==> src/rtl/kbd_pkg.sv <==
package kbd_pkg;
   typedef enum logic [1:0] {
      SEL_MEM  = 2'd0,
      SEL_STAT = 2'd1,
      SEL_DATA = 2'd2
   } kbd_sel_e;
endpackage

==> src/rtl/kbd_fifo.sv <==
module kbd_fifo #(
   parameter int KEY_W = 8,
   parameter int DEPTH = 8
) (
   input  logic                           clk,
   input  logic                           rst_n,
   input  logic                           push,
   input  logic [KEY_W-1:0]               push_data,
   input  logic                           pop,
   output logic [KEY_W-1:0]               head,
   output logic                           empty,
   output logic                           full,
   output logic [$clog2(DEPTH+1)-1:0]     level
);
   localparam int PTR_W = (DEPTH > 1) ? $clog2(DEPTH) : 1;
   localparam int CNT_W = $clog2(DEPTH + 1);
   localparam bit POW2  = (DEPTH & (DEPTH - 1)) == 0;

   if (DEPTH < 2) begin : g_bad_depth
      $error("kbd_fifo: DEPTH must be at least 2");
   end

   logic [KEY_W-1:0] slot [DEPTH];
   logic [PTR_W-1:0] wr_ptr, rd_ptr, wr_nxt, rd_nxt;
   logic [CNT_W-1:0] cnt;
   logic             do_push;

   assign empty   = (cnt == '0);
   assign full    = (cnt == CNT_W'(DEPTH));
   assign level   = cnt;
   assign head    = slot[rd_ptr];
   assign do_push = push && (!full || pop);

   if (POW2) begin : g_wrap_pow2
      assign wr_nxt = wr_ptr + PTR_W'(1);
      assign rd_nxt = rd_ptr + PTR_W'(1);
   end else begin : g_wrap_cmp
      assign wr_nxt = (wr_ptr == PTR_W'(DEPTH - 1)) ? '0 : wr_ptr + PTR_W'(1);
      assign rd_nxt = (rd_ptr == PTR_W'(DEPTH - 1)) ? '0 : rd_ptr + PTR_W'(1);
   end

   for (genvar i = 0; i < DEPTH; i++) begin : g_slot
      always_ff @(posedge clk or negedge rst_n) begin
         if (!rst_n)
            slot[i] <= '0;
         else if (do_push && wr_ptr == PTR_W'(i))
            slot[i] <= push_data;
      end
   end

   always_ff @(posedge clk or negedge rst_n) begin
      if (!rst_n) begin
         wr_ptr <= '0;
         rd_ptr <= '0;
         cnt    <= '0;
      end else begin
         if (do_push) wr_ptr <= wr_nxt;
         if (pop)     rd_ptr <= rd_nxt;
         case ({do_push, pop})
            2'b10:   cnt <= cnt + CNT_W'(1);
            2'b01:   cnt <= cnt - CNT_W'(1);
            default: cnt <= cnt;
         endcase
      end
   end
endmodule

==> src/rtl/kbd_decode.sv <==
module kbd_decode
   import kbd_pkg::*;
#(
   parameter int                ADDR_W      = 16,
   parameter logic [ADDR_W-1:0] STATUS_ADDR = 16'hFE00,
   parameter logic [ADDR_W-1:0] DATA_ADDR   = 16'hFE02
) (
   input  logic [ADDR_W-1:0] addr,
   output kbd_sel_e          sel
);
   always_comb begin
      if (addr == STATUS_ADDR)    sel = SEL_STAT;
      else if (addr == DATA_ADDR) sel = SEL_DATA;
      else                        sel = SEL_MEM;
   end
endmodule

==> src/rtl/kbd_rsp.sv <==
module kbd_rsp
   import kbd_pkg::*;
#(
   parameter int DATA_W     = 16,
   parameter int KEY_W      = 8,
   parameter int STATUS_BIT = 15
) (
   input  kbd_sel_e          sel,
   input  logic              rd,
   input  logic              empty,
   input  logic [KEY_W-1:0]  head,
   input  logic [DATA_W-1:0] mem_rdata,
   output logic [DATA_W-1:0] rdata,
   output logic              ready,
   output logic              mem_rd,
   output logic              pop
);
   logic [DATA_W-1:0] stat_word;

   assign stat_word = empty ? '0 : (DATA_W'(1) << STATUS_BIT);
   assign mem_rd    = rd && (sel == SEL_MEM);
   assign pop       = rd && (sel == SEL_DATA) && !empty;
   assign ready     = (sel == SEL_DATA) ? !empty : 1'b1;

   always_comb begin
      case (sel)
         SEL_STAT: rdata = stat_word;
         SEL_DATA: rdata = empty ? '0 : DATA_W'(head);
         default:  rdata = mem_rdata;
      endcase
   end
endmodule

==> src/rtl/kbd_port.sv <==
module kbd_port
   import kbd_pkg::*;
#(
   parameter int                ADDR_W      = 16,
   parameter int                DATA_W      = 16,
   parameter int                KEY_W       = 8,
   parameter int                DEPTH       = 8,
   parameter int                STATUS_BIT  = 15,
   parameter logic [ADDR_W-1:0] STATUS_ADDR = 16'hFE00,
   parameter logic [ADDR_W-1:0] DATA_ADDR   = 16'hFE02
) (
   input  logic              clk,
   input  logic              rst_n,
   input  logic              key_valid,
   input  logic [KEY_W-1:0]  key_code,
   input  logic              bus_rd,
   input  logic [ADDR_W-1:0] bus_addr,
   output logic [DATA_W-1:0] bus_rdata,
   output logic              bus_ready,
   output logic              mem_rd,
   output logic [ADDR_W-1:0] mem_addr,
   input  logic [DATA_W-1:0] mem_rdata,
   output logic              kbd_overflow
);
   localparam int CNT_W = $clog2(DEPTH + 1);

   if (KEY_W >= DATA_W) begin : g_bad_key_w
      $error("kbd_port: KEY_W must be narrower than DATA_W");
   end
   if (STATUS_BIT >= DATA_W) begin : g_bad_stat_bit
      $error("kbd_port: STATUS_BIT outside data word");
   end
   if (STATUS_ADDR == DATA_ADDR) begin : g_bad_addr
      $error("kbd_port: status and data addresses must differ");
   end

   kbd_sel_e         sel;
   logic             fifo_pop, fifo_empty, fifo_full;
   logic [KEY_W-1:0] fifo_head;
   logic [CNT_W-1:0] fifo_level;
   logic             ovf_q;

   kbd_decode #(
      .ADDR_W(ADDR_W), .STATUS_ADDR(STATUS_ADDR), .DATA_ADDR(DATA_ADDR)
   ) u_dec (
      .addr(bus_addr), .sel(sel)
   );

   kbd_fifo #(.KEY_W(KEY_W), .DEPTH(DEPTH)) u_fifo (
      .clk(clk), .rst_n(rst_n),
      .push(key_valid), .push_data(key_code), .pop(fifo_pop),
      .head(fifo_head), .empty(fifo_empty), .full(fifo_full),
      .level(fifo_level)
   );

   kbd_rsp #(.DATA_W(DATA_W), .KEY_W(KEY_W), .STATUS_BIT(STATUS_BIT)) u_rsp (
      .sel(sel), .rd(bus_rd), .empty(fifo_empty), .head(fifo_head),
      .mem_rdata(mem_rdata), .rdata(bus_rdata), .ready(bus_ready),
      .mem_rd(mem_rd), .pop(fifo_pop)
   );

   always_ff @(posedge clk or negedge rst_n) begin
      if (!rst_n)
         ovf_q <= 1'b0;
      else if (key_valid && fifo_full && !fifo_pop)
         ovf_q <= 1'b1;
   end

   assign mem_addr     = bus_addr;
   assign kbd_overflow = ovf_q;
endmodule

==> config.mk <==
export PLATFORM = sky130hd
export DESIGN_NAME = kbd_port
export DESIGN_NICKNAME = d
export VERILOG_FILES = /design/src/rtl/kbd_pkg.sv /design/src/rtl/kbd_fifo.sv /design/src/rtl/kbd_decode.sv /design/src/rtl/kbd_rsp.sv /design/src/rtl/kbd_port.sv
export SDC_FILE = /design/constraint.sdc
export NUM_CORES = 1
export LEC_CHECK = 0
export CAP_MARGIN = 20
export CORE_MARGIN = 5
export CORE_UTILIZATION = 60
export CTS_CLUSTER_DIAMETER = 50
export DETAILED_ROUTE_END_ITERATION = 16
export DONT_BUFFER_PORTS = 1
export GPL_ROUTABILITY_DRIVEN = 0
export PLACE_DENSITY = 0.87
export SETUP_SLACK_MARGIN = 0.5
export SYNTH_ARGS = -nofsm -noshare
export SYNTH_HDL_FRONTEND = slang
export SYNTH_SLANG_ARGS = --single-unit
==> constraint.sdc <==
create_clock -name clk -period 5 [get_ports clk]
set_clock_uncertainty 0.05 [all_clocks]
set_input_delay 1 -clock clk [delete_from_list [all_inputs] [get_ports clk]]
set_output_delay 1 -clock clk [all_outputs]
set_load 0.03 [all_outputs]
=== Yosys cells after proc, flatten, opt, wreduce, memory -nomap -nowiden ===
Cells that the tools add are included.

* Bits in read-only memories: 0
* Memory bits (writable): 0
* Bits of input ports: 44
* Register bits: 75
* Memories: 0
* Bits in latches: 0

* Add/subtract/negate cells: 4
* Reduce and logical (&&, ||, !) cells: 22
* Multiplexer cells: 10
* Shift-type cells: 0
* Eq/ne operators: 14
* Multipliers: 0
* Magnitude comparators: 1
* Bitwise operators: 1
* Div/mod/pow operators: 0

{| class="wikitable"
|+ Operators by type and width
! operator !! number
|-
| $eq 16x16->1 const B || 2
|-
| $pmux 16 s2 || 1
|-
| $bmux 8 s3 || 1
|-
| $mux 8 || 3
|-
| $mux 16 || 1
|-
| $logic_and 1x1->1 || 14
|-
| $eq 3x3->1 const B || 4
|-
| $pmux 4 s2 || 1
|-
| $add 3x1->3 const B || 2
|-
| $eq 3x2->1 const B || 2
|-
| $add 4x1->4 const B || 1
|-
| $eq 2x1->1 const B || 2
|-
| $eq 2x2->1 const B || 2
|-
| $eq 4x4->1 const B || 1
|-
| $ge 4x4->1 const B || 1
|-
| $logic_not 4->1 || 1
|-
| $mux 2 || 2
|-
| $not 3->4 || 1
|-
| $sub 4x1->4 const B || 1
|-
| $eq 3x1->1 const B || 1
|-
| $logic_not 1->1 || 3
|-
| $logic_not 3->1 || 1
|-
| $logic_not 2->1 || 1
|-
| $reduce_bool 2->1 || 1
|-
| 2 further kinds || 2
|}

=== Logic depth before layout (Yosys ltp) ===
* Depth in word-level cells: 10
* Mapped depth: 8
* Mapped depth without buffers: 8

=== Hierarchy ===
From an unflattened synthesis, not the netlist that was laid out.

* Cell total of the unflattened synthesis: 298
* Area, all modules: 4166.5 µm²

{| class="wikitable"
|+ By module, submodules not included
! module !! times used !! cells an instance !! area each (µm²) !! sequential area each (µm²)
|-
| kbd_fifo || 1 || 224 || 3606.0 || 1851.8
|-
| kbd_rsp || 1 || 48 || 340.3 || 0.0
|-
| kbd_port || 1 || 19 || 156.4 || 25.0
|-
| kbd_decode || 1 || 7 || 63.8 || 0.0
|}

=== Worst setup path after synthesis ===
No wires, ideal clock.

* Kind: input to output
* Start: input port bus_addr[0]
* End: output port bus_rdata[0]
* Stages on the path: 5
* Buffers on the path: 1
* Arrival time: 2.503 ns
* Setup slack: 1.447 ns
* Cell sequence: nor4b_2 and4_1 buf_4 nand3b_1 o21ai_0

* Cells in the longest elaborated chain, start to end: 5
* Elaborated cells between the ends (all ways): 7
* Those cells by class: 4 x eq/ne; 3 x mux

{| class="wikitable"
|+ RTL lines
! item !! line !! RTL
|-
| start: declaration || kbd_port.sv:17 || <nowiki>input logic [ADDR_W-1:0] bus_addr,</nowiki>
|-
| $eq 16x16->1 || kbd_decode.sv:13 || <nowiki>else if (addr == DATA_ADDR) sel = SEL_DATA;</nowiki>
|-
| $mux 2 || kbd_decode.sv:13 ||
|-
| $mux 2 (*) || kbd_decode.sv:12 || <nowiki>if (addr == STATUS_ADDR) sel = SEL_STAT;</nowiki>
|-
| $eq 2x2->1 or $eq 2x1->1 (tied branches) || kbd_rsp.sv:26 || <nowiki>case (sel)</nowiki>
|-
| $pmux 16 s2 (*) || kbd_rsp.sv:26 ||
|-
| end: declaration || kbd_port.sv:18 || <nowiki>output logic [DATA_W-1:0] bus_rdata,</nowiki>
|}

Every way passes the cells marked *; elsewhere a longest branch is shown, timed or not.

=== Worst setup path after layout ===
* Start: input port bus_addr[0]
* End: output port bus_rdata[7]

The elaborated chain is that of the path after synthesis.

==> reports/qor.txt <==
Root Buffer Master = clkbuf_8
Remaining DRCs = 0
Pwr per Cell Area = 525.0 mW/mm^2
H-tree levels = 3
startpoint types = input port
Synth top area share = 47.10%
top cells by count, synth = 75 x dfrtp_1, 37 x mux2_2, 17 x buf_4
ratio of cells with drive above 1 in the final layout = 34.14%
max-slew violations = 0
CTS sink cnt = 75
Avg WL per Cell = 22.08 um
count of input and output buffers = 0
Unique masters post-synth = 42
count of flip-flops with a built-in enable after synthesis = 0
first-pass iteration count of the detailed router = 4
cts bufs inserted = 9
capturing element type of the critical path = primary output
cell type with the largest total area after synthesis = dfrtp_1
Worst Path Class, Setup = input port to primary output
Floorplan Core Area = 0.006422 sq mm
setup repair after global routing missed its margin = no
pin count of the biggest net entering global routing = 76
CTS Hold Bufs = 0
layout overhead on the synthesized area = 4.270%
smallest setup slack after layout = 1297 ps
Reg clk slew, reported paths = 80 ps
total of warnings raised by yosys = 0
leading post-synthesis cells by cell area = dfrtp_1 47%, mux2_2 10%, mux4_2 9.0%, mux2_4 6.0%, mux2_1 3.7%
most used standard cell by instance count after synthesis = dfrtp_1
initial antenna violation count = 0
reported leakage power = 0.001789 uW
via total after detailed routing = 2323
average cell area after synthesis = 13.60 sq um
mean number of vias per cell = 6.330
Tot GR Track Use = 20.29%
CTS tree = built
dpl ws = 1320 ps
Syn Std Cell Area = 0.003985 sq mm
Max IR drop VDD = 292.9 uV
half-perimeter wire length after placement = 5414 um
initial core utilization = 62.05%
asr flop ratio synth = 100.0%
overall die area = 0.008371 sq mm
Syn Inst Count = 293
number of rows in the core area = 29
post-CTS setup buffer count = 0
kind of path behind the tightest hold check = input port to async pin
required time of the worst setup path = 3950 ps
CP arrival = 2650 ps
DRC violation total after the first TritonRoute iteration = 104
count of antenna-violating nets left after detailed routing = 0
Setup violations, final = 0
status = complete, no violations
nets@finish = 337
height of the die = 91.50 um
Total Wirelength = 8104 um
prevailing post-synth register cell = dfrtp_1
Hold Vio Cnt, Final = 0
critical path's largest stage delay = 400 ps
critical-path cell list = nor4b_2, and4_1, nand3b_1, o21ai_0, buf_4
post-CTS sizing = 0
final critical-path required period = 3704 ps
transition time of the tightest slew-check pin = 844.3 ps
total overflow reported by the global router = 0
number of synthesized register bits = 75
n_diodes = 0
FILL cells = 447
portion of the post-synthesis area used by sequential elements = 47.10%
die width = 91.50 um
critical path's slowest cell = nand3b_1
Clock Latency Late Sink = 350 ps
wire length of the first global-routing pass = 12900 um
final cycle utilization of the critical path = 74.07%
Synth Net Count = 345
Fmax = 270.0 MHz
vias in the first global route = 2519
maximum fanout along the worst path = 8
number of top-level pins = 79
aggregate negative setup slack = 0 ps
relative max-transition margin = 43.19%
maxcap violations = 0
Clock Path Buffers = 2
## stage by stage
stage | power (uW) | utilization [%] | std cells | area (sq um) | hold slack [ps]
floorplan | 1651 | - | 293 | 3985 | 402.4
global placement | 1715 | 61.64 | 350 | 3959 | 412.3
detailed placement | 1774 | 61.64 | 350 | 3959 | 423.2
CTS | 2194 | 64.27 | 366 | 4128 | 261.6
global route | 2314 | 64.70 | 367 | 4155 | 263.4
finish | 2181 | 64.70 | 367 | 4155 | 286.8
## placed cells by master, fill, tap and decap left out, types with 2 or more instances in the layout
cell	Yosys	final
inv_6	0	2
and3_1	3	3
mux2_2	37	37
clkbuf_1	4	2
xnor2_1	4	4
a21o_1	2	2
dfrtp_1	75	75
and4b_1	2	2
o21ai_0	8	8
mux4_2	16	16
nor3_4	2	2
clkbuf_8	0	9
nor4_1	2	2
nand2_1	16	16
and4_1	2	2
nand3_1	5	5
nand3b_1	2	2
buf_4	17	10
mux2i_1	10	10
nor2_1	4	4
nor3_1	5	5
inv_1	6	6
and2_1	9	9
clkinvlp_4	0	2
or3_1	2	2
ha_1	8	8
mux2_4	16	16
mux2_1	13	13
## worst paths after layout
| path | start | slack [ps] | cells past startpoint | to |
|---|---|---|---|---|
| worst min-delay path | rst_n | 290 | 0 | u_fifo.wr_ptr[1] |
| worst max register to register | u_fifo.level[0] | 2170 | 7 | u_fifo.level[2] |
| min in group clk | u_fifo.slot[39] | 440 | 1 | u_fifo.slot[39] |
| max in group asynchronous | rst_n | 4500 | 0 | u_fifo.slot[0] |
| worst min register to register | u_fifo.slot[39] | 440 | 1 | u_fifo.slot[39] |
| worst max-delay path | bus_addr[0] | 1300 | 5 | bus_rdata[7] |
## critical path, delay by kind of cell
kind,cells,cell delay (ps)
AND/OR/NAND/NOR,3,1050
buffers and inverters,1,220
AO/OA/AOI/OAI,1,380
## cells by family after synthesis
logic type / Yosys count / share of synthesized area (%)
xor+xnor: 5 / 1.099
flops: 75 / 47.10
compound gates: 19 / 3.391
mux: 92 / 31.71
fa+ha+maj: 8 / 2.512
simple gates: 58 / 8.665
buf+inv: 36 / 5.526
## power breakdown
part	switching, uW	internal [uW]
clock	237	183
combinational	244	435
sequential	182	900
## area by class of cell
class | instances | area [sq um] | area share (%)
repair buffers | 11 | 102.6 | 2.469
inverters | 6 | 22.52 | 0.5420
well taps | 77 | 96.34 | 2.319
clock inverters | 5 | 37.54 | 0.9033
multi-input cells | 182 | 1888 | 45.44
flip-flops and latches | 75 | 1877 | 45.17
clock buffers | 11 | 131.4 | 3.162
## metal layers
metal	global-route usage, %	wire length, um
met1	25.04	3412
met2	33.84	4066
met3	5.620	481
met4	8.040	143
met5	0	0
## registers in the layout, summed over array words and instances, names as in the netlist
name / cells
u_fifo.slot: 64
u_fifo.level: 4
u_fifo.rd_ptr: 3
u_fifo.wr_ptr: 3
kbd_overflow: 1
(Power assumes the default switching activity.)
